### src/rtl/rxdma_pkg.sv
package rxdma_pkg;

  typedef struct packed {
    logic only_dma;
    logic auto_dma;
    logic burst;
  } rxdma_cfg_t;

  function automatic logic rx_dma_on(input rxdma_cfg_t c);
    return c.only_dma | c.auto_dma;
  endfunction

endpackage

### src/rtl/rxdma_len_fifo.sv
module rxdma_len_fifo #(
  parameter int DEPTH = 4,
  parameter int LEN_W = 11
) (
  input  logic             clk,
  input  logic             rst,
  input  logic             push,
  input  logic [LEN_W-1:0] push_len,
  input  logic             pop,
  output logic [LEN_W-1:0] head_len,
  output logic             pend_nz,
  output logic             pend_nz_next
);
  localparam int AW = (DEPTH > 1) ? $clog2(DEPTH) : 1;
  localparam int CW = $clog2(DEPTH + 1);
  localparam logic [CW-1:0] FULL_C = CW'(DEPTH);
  localparam logic [AW-1:0] LAST_P = AW'(DEPTH - 1);

  logic [LEN_W-1:0] mem [DEPTH];
  logic [AW-1:0]    wptr, rptr;
  logic [CW-1:0]    cnt, cnt_next;
  logic             full, accept, take;

  assign full   = (cnt == FULL_C);
  assign take   = pop && (cnt != '0);
  assign accept = push && (!full || take);

  always_comb begin
    cnt_next = cnt;
    case ({accept, take})
      2'b10:   cnt_next = cnt + 1'b1;
      2'b01:   cnt_next = cnt - 1'b1;
      default: cnt_next = cnt;
    endcase
  end

  always_ff @(posedge clk) begin
    if (accept) mem[wptr] <= push_len;
  end

  always_ff @(posedge clk) begin
    if (rst) begin
      wptr <= '0;
      rptr <= '0;
      cnt  <= '0;
    end else begin
      cnt <= cnt_next;
      if (accept) wptr <= (wptr == LAST_P) ? '0 : wptr + 1'b1;
      if (take)   rptr <= (rptr == LAST_P) ? '0 : rptr + 1'b1;
    end
  end

  assign head_len     = mem[rptr];
  assign pend_nz      = (cnt != '0);
  assign pend_nz_next = (cnt_next != '0);


  cnt_bound_chk: assert property (@(posedge clk) disable iff (rst) cnt <= FULL_C);


  sat_hold_chk: assert property (@(posedge clk) disable iff (rst)
    (push && !pop && full) |=> (cnt == FULL_C));


  swap_hold_chk: assert property (@(posedge clk) disable iff (rst)
    (push && pop && cnt != '0) |=> (cnt == $past(cnt)));

endmodule

### src/rtl/rxdma_word_seq.sv
module rxdma_word_seq #(
  parameter int DATA_W = 16,
  parameter int LEN_W  = 11
) (
  input  logic              clk,
  input  logic              rst,
  input  logic              en,
  input  logic              pend_nz,
  input  logic              dmack,
  input  logic              aen,
  input  logic              ior,
  input  logic [LEN_W-1:0]  head_len,
  input  logic [DATA_W-1:0] fb_rd_data,
  output logic              word_fire,
  output logic              last_word,
  output logic [LEN_W-1:0]  fb_rd_addr,
  output logic              fb_rd_en,
  output logic              fb_frame_done,
  output logic [DATA_W-1:0] dma_data
);
  localparam logic [LEN_W:0] ONE_C = {{LEN_W{1'b0}}, 1'b1};

  logic           ior_q;
  logic [LEN_W:0] n_words, idx_p1;

  assign n_words   = ({1'b0, head_len} + ONE_C) >> 1;
  assign idx_p1    = {1'b0, fb_rd_addr} + ONE_C;
  assign last_word = (idx_p1 >= n_words);
  assign word_fire = ior && !ior_q && dmack && aen && en && pend_nz;

  always_ff @(posedge clk) begin
    if (rst) begin
      ior_q         <= 1'b0;
      fb_rd_addr    <= '0;
      fb_rd_en      <= 1'b0;
      fb_frame_done <= 1'b0;
      dma_data      <= '0;
    end else begin
      ior_q         <= ior;
      fb_rd_en      <= word_fire;
      fb_frame_done <= word_fire && last_word;
      if (word_fire) begin
        dma_data   <= fb_rd_data;
        fb_rd_addr <= last_word ? '0 : idx_p1[LEN_W-1:0];
      end
    end
  end


  qual_gate_chk: assert property (@(posedge clk) disable iff (rst)
    (!dmack || !aen) |=> !fb_rd_en);


  done_with_word_chk: assert property (@(posedge clk) disable iff (rst)
    fb_frame_done |-> fb_rd_en);


  single_word_chk: assert property (@(posedge clk) disable iff (rst)
    fb_rd_en |=> !fb_rd_en);

endmodule

### src/rtl/rxdma_req_gen.sv
module rxdma_req_gen (
  input  logic clk,
  input  logic rst,
  input  logic en,
  input  logic burst,
  input  logic ior,
  input  logic word_fire,
  input  logic last_word,
  input  logic pend_nz_next,
  output logic drq
);
  logic pause, pause_next;

  always_comb begin
    if (word_fire) pause_next = last_word || !burst;
    else           pause_next = pause && ior;
  end

  always_ff @(posedge clk) begin
    if (rst) begin
      pause <= 1'b0;
      drq   <= 1'b0;
    end else begin
      pause <= pause_next;
      drq   <= en && pend_nz_next && !pause_next;
    end
  end


  off_quiet_chk: assert property (@(posedge clk) disable iff (rst) !en |=> !drq);


  burst_clear_drop_chk: assert property (@(posedge clk) disable iff (rst)
    (word_fire && !burst) |=> !drq);


  burst_hold_chk: assert property (@(posedge clk) disable iff (rst)
    (word_fire && burst && !last_word) |=> drq);

endmodule

### src/rtl/rxdma_flyby_ctrl.sv
module rxdma_flyby_ctrl #(
  parameter int DATA_W = 16,
  parameter int LEN_W  = 11,
  parameter int DEPTH  = 4
) (
  input  logic              clk,
  input  logic              rst,
  input  logic              cfg_dma_only,
  input  logic              cfg_dma_auto,
  input  logic              cfg_burst,
  input  logic              frm_done,
  input  logic [LEN_W-1:0]  frm_len,
  input  logic              dmack,
  input  logic              aen,
  input  logic              ior,
  input  logic [DATA_W-1:0] fb_rd_data,
  output logic              drq,
  output logic [DATA_W-1:0] dma_data,
  output logic [LEN_W-1:0]  fb_rd_addr,
  output logic              fb_rd_en,
  output logic              fb_frame_done
);
  import rxdma_pkg::*;

  rxdma_cfg_t       cfg;
  logic             en;
  logic             pend_nz, pend_nz_next;
  logic [LEN_W-1:0] head_len;
  logic             word_fire, last_word;

  assign cfg = '{only_dma: cfg_dma_only, auto_dma: cfg_dma_auto, burst: cfg_burst};
  assign en  = rx_dma_on(cfg);

  rxdma_len_fifo #(.DEPTH(DEPTH), .LEN_W(LEN_W)) u_fifo (
    .clk          (clk),
    .rst          (rst),
    .push         (frm_done),
    .push_len     (frm_len),
    .pop          (word_fire && last_word),
    .head_len     (head_len),
    .pend_nz      (pend_nz),
    .pend_nz_next (pend_nz_next)
  );

  rxdma_word_seq #(.DATA_W(DATA_W), .LEN_W(LEN_W)) u_seq (
    .clk           (clk),
    .rst           (rst),
    .en            (en),
    .pend_nz       (pend_nz),
    .dmack         (dmack),
    .aen           (aen),
    .ior           (ior),
    .head_len      (head_len),
    .fb_rd_data    (fb_rd_data),
    .word_fire     (word_fire),
    .last_word     (last_word),
    .fb_rd_addr    (fb_rd_addr),
    .fb_rd_en      (fb_rd_en),
    .fb_frame_done (fb_frame_done),
    .dma_data      (dma_data)
  );

  rxdma_req_gen u_req (
    .clk          (clk),
    .rst          (rst),
    .en           (en),
    .burst        (cfg.burst),
    .ior          (ior),
    .word_fire    (word_fire),
    .last_word    (last_word),
    .pend_nz_next (pend_nz_next),
    .drq          (drq)
  );


  idle_low_chk: assert property (@(posedge clk) disable iff (rst)
    (!pend_nz && !frm_done) |=> !drq);

endmodule

### config.mk
export PLATFORM = sky130hd
export DESIGN_NAME = rxdma_flyby_ctrl
export DESIGN_NICKNAME = d
export VERILOG_FILES = /design/src/rtl/rxdma_pkg.sv /design/src/rtl/rxdma_len_fifo.sv /design/src/rtl/rxdma_word_seq.sv /design/src/rtl/rxdma_req_gen.sv /design/src/rtl/rxdma_flyby_ctrl.sv
export SDC_FILE = /design/constraint.sdc
export NUM_CORES = 1
export LEC_CHECK = 0
export BUFFER_PORTS_ARGS = -buffer_cell sky130_fd_sc_hd__buf_2
export CAP_MARGIN = 20
export CORE_MARGIN = 8
export CORE_UTILIZATION = 53
export CTS_BUF_LIST = sky130_fd_sc_hd__clkbuf_8
export DETAILED_ROUTE_END_ITERATION = 10
export PLACE_DENSITY = 0.76
export SLEW_MARGIN = 40
export SYNTH_ARGS = -nofsm -noshare
export SYNTH_HDL_FRONTEND = slang
export SYNTH_HIERARCHICAL = 1
export SYNTH_SLANG_ARGS = --single-unit
export TNS_END_PERCENT = 100
### constraint.sdc
create_clock -name clk -period 4.4 [get_ports clk]
set_input_delay 0.22 -clock clk [delete_from_list [all_inputs] [get_ports clk]]
set_output_delay 0.22 -clock clk [all_outputs]
set_load 0.005 [all_outputs]
==> out/results.txt, run 1 <==
final hold violations - 0
I/O pin cnt - 66
grt total ovfl - 0
Reg clk slew, reported paths - 0.10 ns
Vias - 2,797
share of post-route cells with drive strength above 1 - 28.4%
Ys Warns - 6
sequential area share after synthesis - 53.3%
CTS Sinks - 85
RR Endpoint - u_req/drq
post-synth top area share - 32.9%
unrepaired setup endpoints after global routing - yes
Hold Slack - 0.0718 ns
skew final - 0.0145 ns
number of diodes - 0
syn avg cell area - 11.7 µm²
Critical Path AT - 4.46 ns
die width - 103 µm
most common cell after layout, fill and taps aside - buf_2
CP Capture Type - flip-flop
FILL cells - 575
Initial Util - 55.1%
Die Span Y - 103 µm
Netlist Area Pre-Place - 0.00402 mm²
DRC viols - 0
Clock Path Buffers - 2
Root Buffer - clkbuf_8
worst hold stages - 1
Max H-tree Level - 3
pin count of the biggest net entering global routing - 40
first-pass GRT wire length - 12.8 mm
nets - 465
vias per cell - 5.44
GRT Total Usage - 15.5%
max_cap viols - 0
vias in the first global route - 2,793
Synth area leaders - edfxtp_1 (33%), dfxtp_1 (20%), mux4_2 (6.2%), ha_1 (5.6%), nand2_1 (4.6%)
ys flop type - edfxtp_1
WS Path Type - flip-flop to flip-flop
R2R depth - 20
worst setup path endpoint - u_req/drq
Yosys top cell by area - edfxtp_1
initial antenna violation count - 0
Worst-Margin Slew - 0.721 ns
Hold Crit Class - input pin to flip-flop
Final HPWL DP - 5.59 mm
Fmax - 0.238 GHz
Avg WL per Cell - 15.2 µm
crit-path max FO - 11
Worst setup SP type - flip-flop
Yosys reg bits - 85
Num CTS Buffers - 9
worst setup margin - 0.190 ns
endpoints failing setup - 0
1st-iter DRT viols - 101
gate count of the mapped netlist - 344
antenna-violating nets left - 0
CTS hold repair buffers - 0
peak supply drop - 0.000261 V
Post-synth EDFFs - 44
CTS tree - yes
Netlist cell types - 60
Slew Limit Fails - 0
DP Worst Slack - 0.171 ns
Placer Congestion - 0.796
area overhead of the layout relative to synthesis - 15.3%
crit share post-route - 95.7%
router iterations before antenna repair - 6
Async SR Flop Fraction - 0%
r2r setup slk - 0.19 ns
Power Dens Cells - 317 mW/mm²
min Tclk post-route - 4.21 ns
status - complete, no violations
commonest cells after routing, fill and taps aside - buf_2 (65), nand2_1 (49), edfxtp_1 (44), dfxtp_1 (40), a21oi_1 (27)
row cnt - 31
leakage power - 1.80 nW
Worst slew margin - 51.9%
Synthesized Nets - 399
clock latency on the worst-skew pair - 0.35 ns
final wirelength - 7.81 mm
Die ar. - 0.0106 mm²
Core Area - 0.00729 mm²
IO buf count - 65
Req. time, crit path - 4.65 ns
-- metrics by stage --
stage / instances / cell area (µm²) / utilization, % / power, mW / setup TNS [ns]
6_report: 514 / 4640 / 63.6 / 1.47 / 0
3_5_place_dp: 497 / 4440 / 60.9 / 0.976 / 0
3_3_place_gp: 497 / 4440 / 60.9 / 0.972 / 0
5_1_grt: 514 / 4640 / 63.6 / 1.53 / -0.0135
2_1_floorplan: 344 / 4030 / - / 0.937 / 0
4_1_cts: 513 / 4620 / 63.4 / 1.48 / 0
-- power by group --
part	switching (mW)	total [mW]	leakage, nW	internal, mW
clock	0.299	0.510	0.0829	0.212
sequential	0.00830	0.862	0.736	0.854
combinational	0.0546	0.0974	0.981	0.0428
-- layer usage --
layer | global-route usage (%) | vias to the layer above | routed length, µm
met3 | 3.31 | 9 | 529
met5 | 0 | - | 0
met4 | 6.45 | 0 | 104
li1 | - | 1385 | -
met1 | 19.0 | 1324 | 3580
met2 | 26.1 | 79 | 3590
-- registers in the layout, summed over array words and instances, names as in the netlist, named ones only --
register	cells
u_seq/fb_frame_done	1
u_seq/fb_rd_en	1
u_seq/dma_data	16
u_fifo/rptr	2
u_fifo/cnt	3
u_fifo/wptr	2
u_fifo/mem	44
u_req/pause	1
u_req/drq	1
u_seq/ior_q	1
u_seq/fb_rd_addr	11
-- final cells by class --
class / instances / area, µm² / share of cell area, %
Multi-Input combinational cell: 231 / 1750 / 37.7
Inverter: 10 / 40.0 / 0.864
Timing Repair Buffer: 73 / 398 / 8.58
Clock inverter: 7 / 57.6 / 1.24
Sequential cell: 85 / 2140 / 46.2
Tap cell: 99 / 124 / 2.67
Clock buffer: 9 / 124 / 2.67
-- synth_stat cells, drive strengths merged, types with 5 or more instances --
library cell / instances
inv: 9
nor2: 13
a31o: 5
buf: 11
dfxtp: 41
xnor2: 10
nand4: 5
clkbuf: 7
ha: 18
xor2: 10
nor3b: 6
nand2: 49
o21ai: 6
nand3: 14
mux4: 11
and2: 7
a21oi: 27
edfxtp: 44
-- worst min-delay path by stage --
stage          slack, ns          endpoint        from
3_5_place_dp        0.44  u_fifo/mem[1][9]  frm_len[9]
4_1_cts             0.06  u_fifo/mem[0][4]  frm_len[4]
5_1_grt             0.06  u_fifo/mem[0][4]  frm_len[4]
2_1_floorplan       0.29     u_fifo/cnt[0]         rst
3_3_place_gp        0.43  u_fifo/mem[1][7]  frm_len[7]
6_report            0.07  u_fifo/mem[0][4]  frm_len[4]
-- kinds of logic (layout without fill, tap and decap cells) --
logic type / Yosys count / after routing / share of synthesized area [%]
xor+xnor: 20 / 20 / 4.36
buf+inv: 28 / 99 / 3.48
flops: 85 / 85 / 53.3
compound gates: 54 / 54 / 8.84
fa+ha+maj: 19 / 19 / 6.10
simple gates: 126 / 126 / 17.5
mux: 12 / 12 / 6.41
-- critical path, stage by stage (launching register included) --
cell and delay [ns]:
dfxtp_1 0.36, buf_12 0.16, mux4_2 0.55, and4_2 0.28
nand2_1 0.09, nor2_2 0.06, nand3_1 0.10, xor2_1 0.08
ha_1 0.27, and3_1 0.19, nand4b_1 0.13, and2_4 0.19
inv_4 0.07, and2_4 0.13, nand3_1 0.08, fa_2 0.40
or3b_1 0.41, o211ai_1 0.16, a31oi_1 0.10, and3b_1 0.18
o21a_1 0.09
-- repair_timing --
action	CTS	global route
buffers inserted	0	1
gates resized for setup	0	5
setup endpoints to repair	0	17
No activity file was read; power rests on OpenSTA's default activity.
==> run 2: changes to the inputs <==
--- a/config.mk
+++ b/config.mk
@@ -8,10 +8,10 @@
 export BUFFER_PORTS_ARGS = -buffer_cell sky130_fd_sc_hd__buf_2
 export CAP_MARGIN = 20
 export CORE_MARGIN = 8
-export CORE_UTILIZATION = 53
+export CORE_UTILIZATION = 47
 export CTS_BUF_LIST = sky130_fd_sc_hd__clkbuf_8
 export DETAILED_ROUTE_END_ITERATION = 10
-export PLACE_DENSITY = 0.76
+export PLACE_DENSITY = 0.68
 export SLEW_MARGIN = 40
 export SYNTH_ARGS = -nofsm -noshare
 export SYNTH_HDL_FRONTEND = slang
==> run 2 against run 1 <==
  * Worst hold slack worse by 0.0067 ns
  * Utilization down 7.2 points
  * Die area up 11%
  * Global-route usage down 1.9 points
  * Via count down 0.86%
  * Clock skew down 0.0038 ns
  * Routed wire length up 1.8%
  * Combinational power about the same
  * Highest routed layer unchanged
==> out/results.txt, run 2 (synthesized netlist as in run 1, its figures left out) <==
status - complete, no violations
min Tclk post-route - 4.16 ns (-0.0535 ns)
CTS hold repair buffers - 0 (unchanged)
area overhead of the layout relative to synthesis - 15.8%
first-pass GRT wire length - 12.7 mm (-1.3%)
endpoints failing setup - 0 (unchanged)
Worst-Margin Slew - 0.722 ns (+0.00104 ns)
Critical Path AT - 4.47 ns (about the same)
grt total ovfl - 0 (unchanged)
crit share post-route - 94.5% (-1.2 points)
Power Dens Cells - 314 mW/mm² (-0.86%)
Initial Util - 48.7% (-6.5 points)
I/O pin cnt - 66 (unchanged)
Max H-tree Level - 3 (unchanged)
Req. time, crit path - 4.71 ns (+0.06 ns)
antenna-violating nets left - 0 (unchanged)
CTS tree - yes
max_cap viols - 0 (unchanged)
Final HPWL DP - 5.68 mm (+1.6%)
Clk pwr share - 34.4% (-0.3 points)
Int Power - 1.11 mW (about the same)
DP Worst Slack - 0.141 ns (-0.0306 ns)
setup TNS - 0 ns (unchanged)
worst setup margin - 0.244 ns (+0.0535 ns)
pin count of the biggest net entering global routing - 40 (unchanged)
Num CTS Buffers - 9 (unchanged)
Slew Limit Fails - 0 (unchanged)
vias in the first global route - 2,684 (-3.9%)
GRT Total Usage - 13.7% (-1.9 points)
WS Path Type - flip-flop to flip-flop
Worst slew margin - 51.9% (-0.069 points)
skew final - 0.0107 ns (-0.00382 ns)
1st-iter DRT viols - 84 (-17%)
Die Span Y - 109 µm (+5.2%)
final hold violations - 0 (unchanged)
DRC viols - 0 (unchanged)
sw power - 356 µW (-1.5%)
peak supply drop - 0.000292 V (+12%)
hold path start - frm_len[8]
initial antenna violation count - 0 (unchanged)
most common cell after layout, fill and taps aside - buf_2
placed cell areas - 0.00445 mm² (+0.17%)
Placer Congestion - 0.765 (-3.8%)
CP Capture Type - flip-flop
Worst setup SP type - flip-flop
Sw Ratio - 24.3% (-0.27 points)
Die ar. - 0.0118 mm² (+11%)
sequential power share - 58.9% (+0.3 points)
max FFs per register - 44 (unchanged)
Fmax - 0.241 GHz (+1.3%)
Root Buffer - clkbuf_8
worst hold stages - 1 (unchanged)
row cnt - 33 (+6.5%)
commonest cells after routing, fill and taps aside - buf_2 (65), nand2_1 (49), edfxtp_1 (44), dfxtp_1 (40), a21oi_1 (27)
r2r setup slk - 0.24 ns (+0.05 ns)
Clock Path Buffers - 2 (unchanged)
die width - 109 µm (+5.2%)
post-route cell area - 0.00466 mm² (+0.43%)
Avg WL per Cell - 15.2 µm (+0.23%)
Reg clk slew, reported paths - 0.09 ns (about the same)
Core Area - 0.00826 mm² (+13%)
R2R depth - 18 (-10%)
router iterations before antenna repair - 4 (-2)
combinational power share - 6.7% (about the same)
leakage power - 1.81 nW (+0.76%)
largest registers - u_fifo/mem x44, u_seq/dma_data x16, u_seq/fb_rd_addr x11
Tot Pwr - 1.46 mW (-0.43%)
final wirelength - 7.95 mm (+1.8%)
dpl cells - 503 (+1.2%)
IO buf count - 65 (unchanged)
largest reg by FF count - u_fifo/mem
clock latency on the worst-skew pair - 0.36 ns (about the same)
nets - 467 (+0.43%)
share of post-route cells with drive strength above 1 - 28.5% (+0.10 points)
fin cells - 522 (+1.6%)
Hold Crit Class - input pin to flip-flop
CTS Sinks - 85 (unchanged)
Vias - 2,773 (-0.86%)
crit-path max FO - 11 (unchanged)
number of diodes - 0 (unchanged)
vias per cell - 5.31 (-2.4%)
-- run 2: cell count changes in the layout (fill, tap and decap cells not counted) --
cell,delta
buf_4,+2
clkinvlp_4,-2
inv_8,+1
and4_2,-1
inv_6,-1
and2_2,-1
and4_4,+1
clkinvlp_2,+1
and2_1,+1
clkinv_2,+1
-- run 2: cell type report --
class | instances | area, µm²
Fill cell | 727 | 3600
Sequential cell | 85 | 2140
Multi-Input combinational cell | 231 | 1750
Timing Repair Buffer | 75 | 413
Tap cell | 105 | 131
Clock buffer | 9 | 124
Clock inverter | 7 | 55.1
Inverter | 10 | 40.0
-- run 2: path summary, 6_finish.rpt --
kind	endpoint
setup / recovery	u_req/drq
hold / removal	u_fifo/mem[1][8]
setup reg to reg	u_req/drq
hold reg to reg	u_seq/dma_data[7]
-- run 2: metrics by stage --
stage | hold slack, ns | utilization [%]
after global placement | 0.431 | 53.9
final | 0.0652 | 56.4
after CTS | 0.0515 | 56.0
after detailed placement | 0.440 | 53.9
after global routing | 0.0494 | 56.4
after floorplan | 0.289 | -
-- run 2: per-layer routing --
metal	GRT usage (%)	vias to the layer above	wire, µm
li1	-	1384	-
met1	16.8	1297	3500
met2	21.8	81	3710
met3	4.05	11	594
met4	6.16	0	148
met5	0	-	0
-- run 2: power by group through the flow --
stage | Clock, mW | Combinational, mW | Sequential (mW)
floorplan | 0 | 0.0608 | 0.876
finish | 0.504 | 0.0976 | 0.862
global placement | 0 | 0.0934 | 0.879
detailed placement | 0 | 0.0967 | 0.880
CTS | 0.521 | 0.0972 | 0.862
global route | 0.554 | 0.109 | 0.864
-- run 2: what timing repair did --
item | 4_1_cts | 5_1_grt
endpoints found under the setup margin | 0 | 45
hold endpoints to repair | 0 | 0
setup buffers | 0 | 3
gates resized for setup | 0 | 5
-- run 2: worst max-delay path, cell delays in order (launching register included) --
cell and delay, ns:
dfxtp_2 0.36, buf_12 0.15, mux4_2 0.54, ha_1 0.34
ha_1 0.28, nand2b_1 0.14, a2111oi_0 0.43, nand4b_1 0.19
and2_4 0.21, inv_4 0.05, and2_4 0.13, nand3_1 0.10
fa_2 0.21, buf_4 0.13, nor2_1 0.04, a221o_1 0.34
a31oi_1 0.16, and3b_1 0.18, o21a_1 0.11
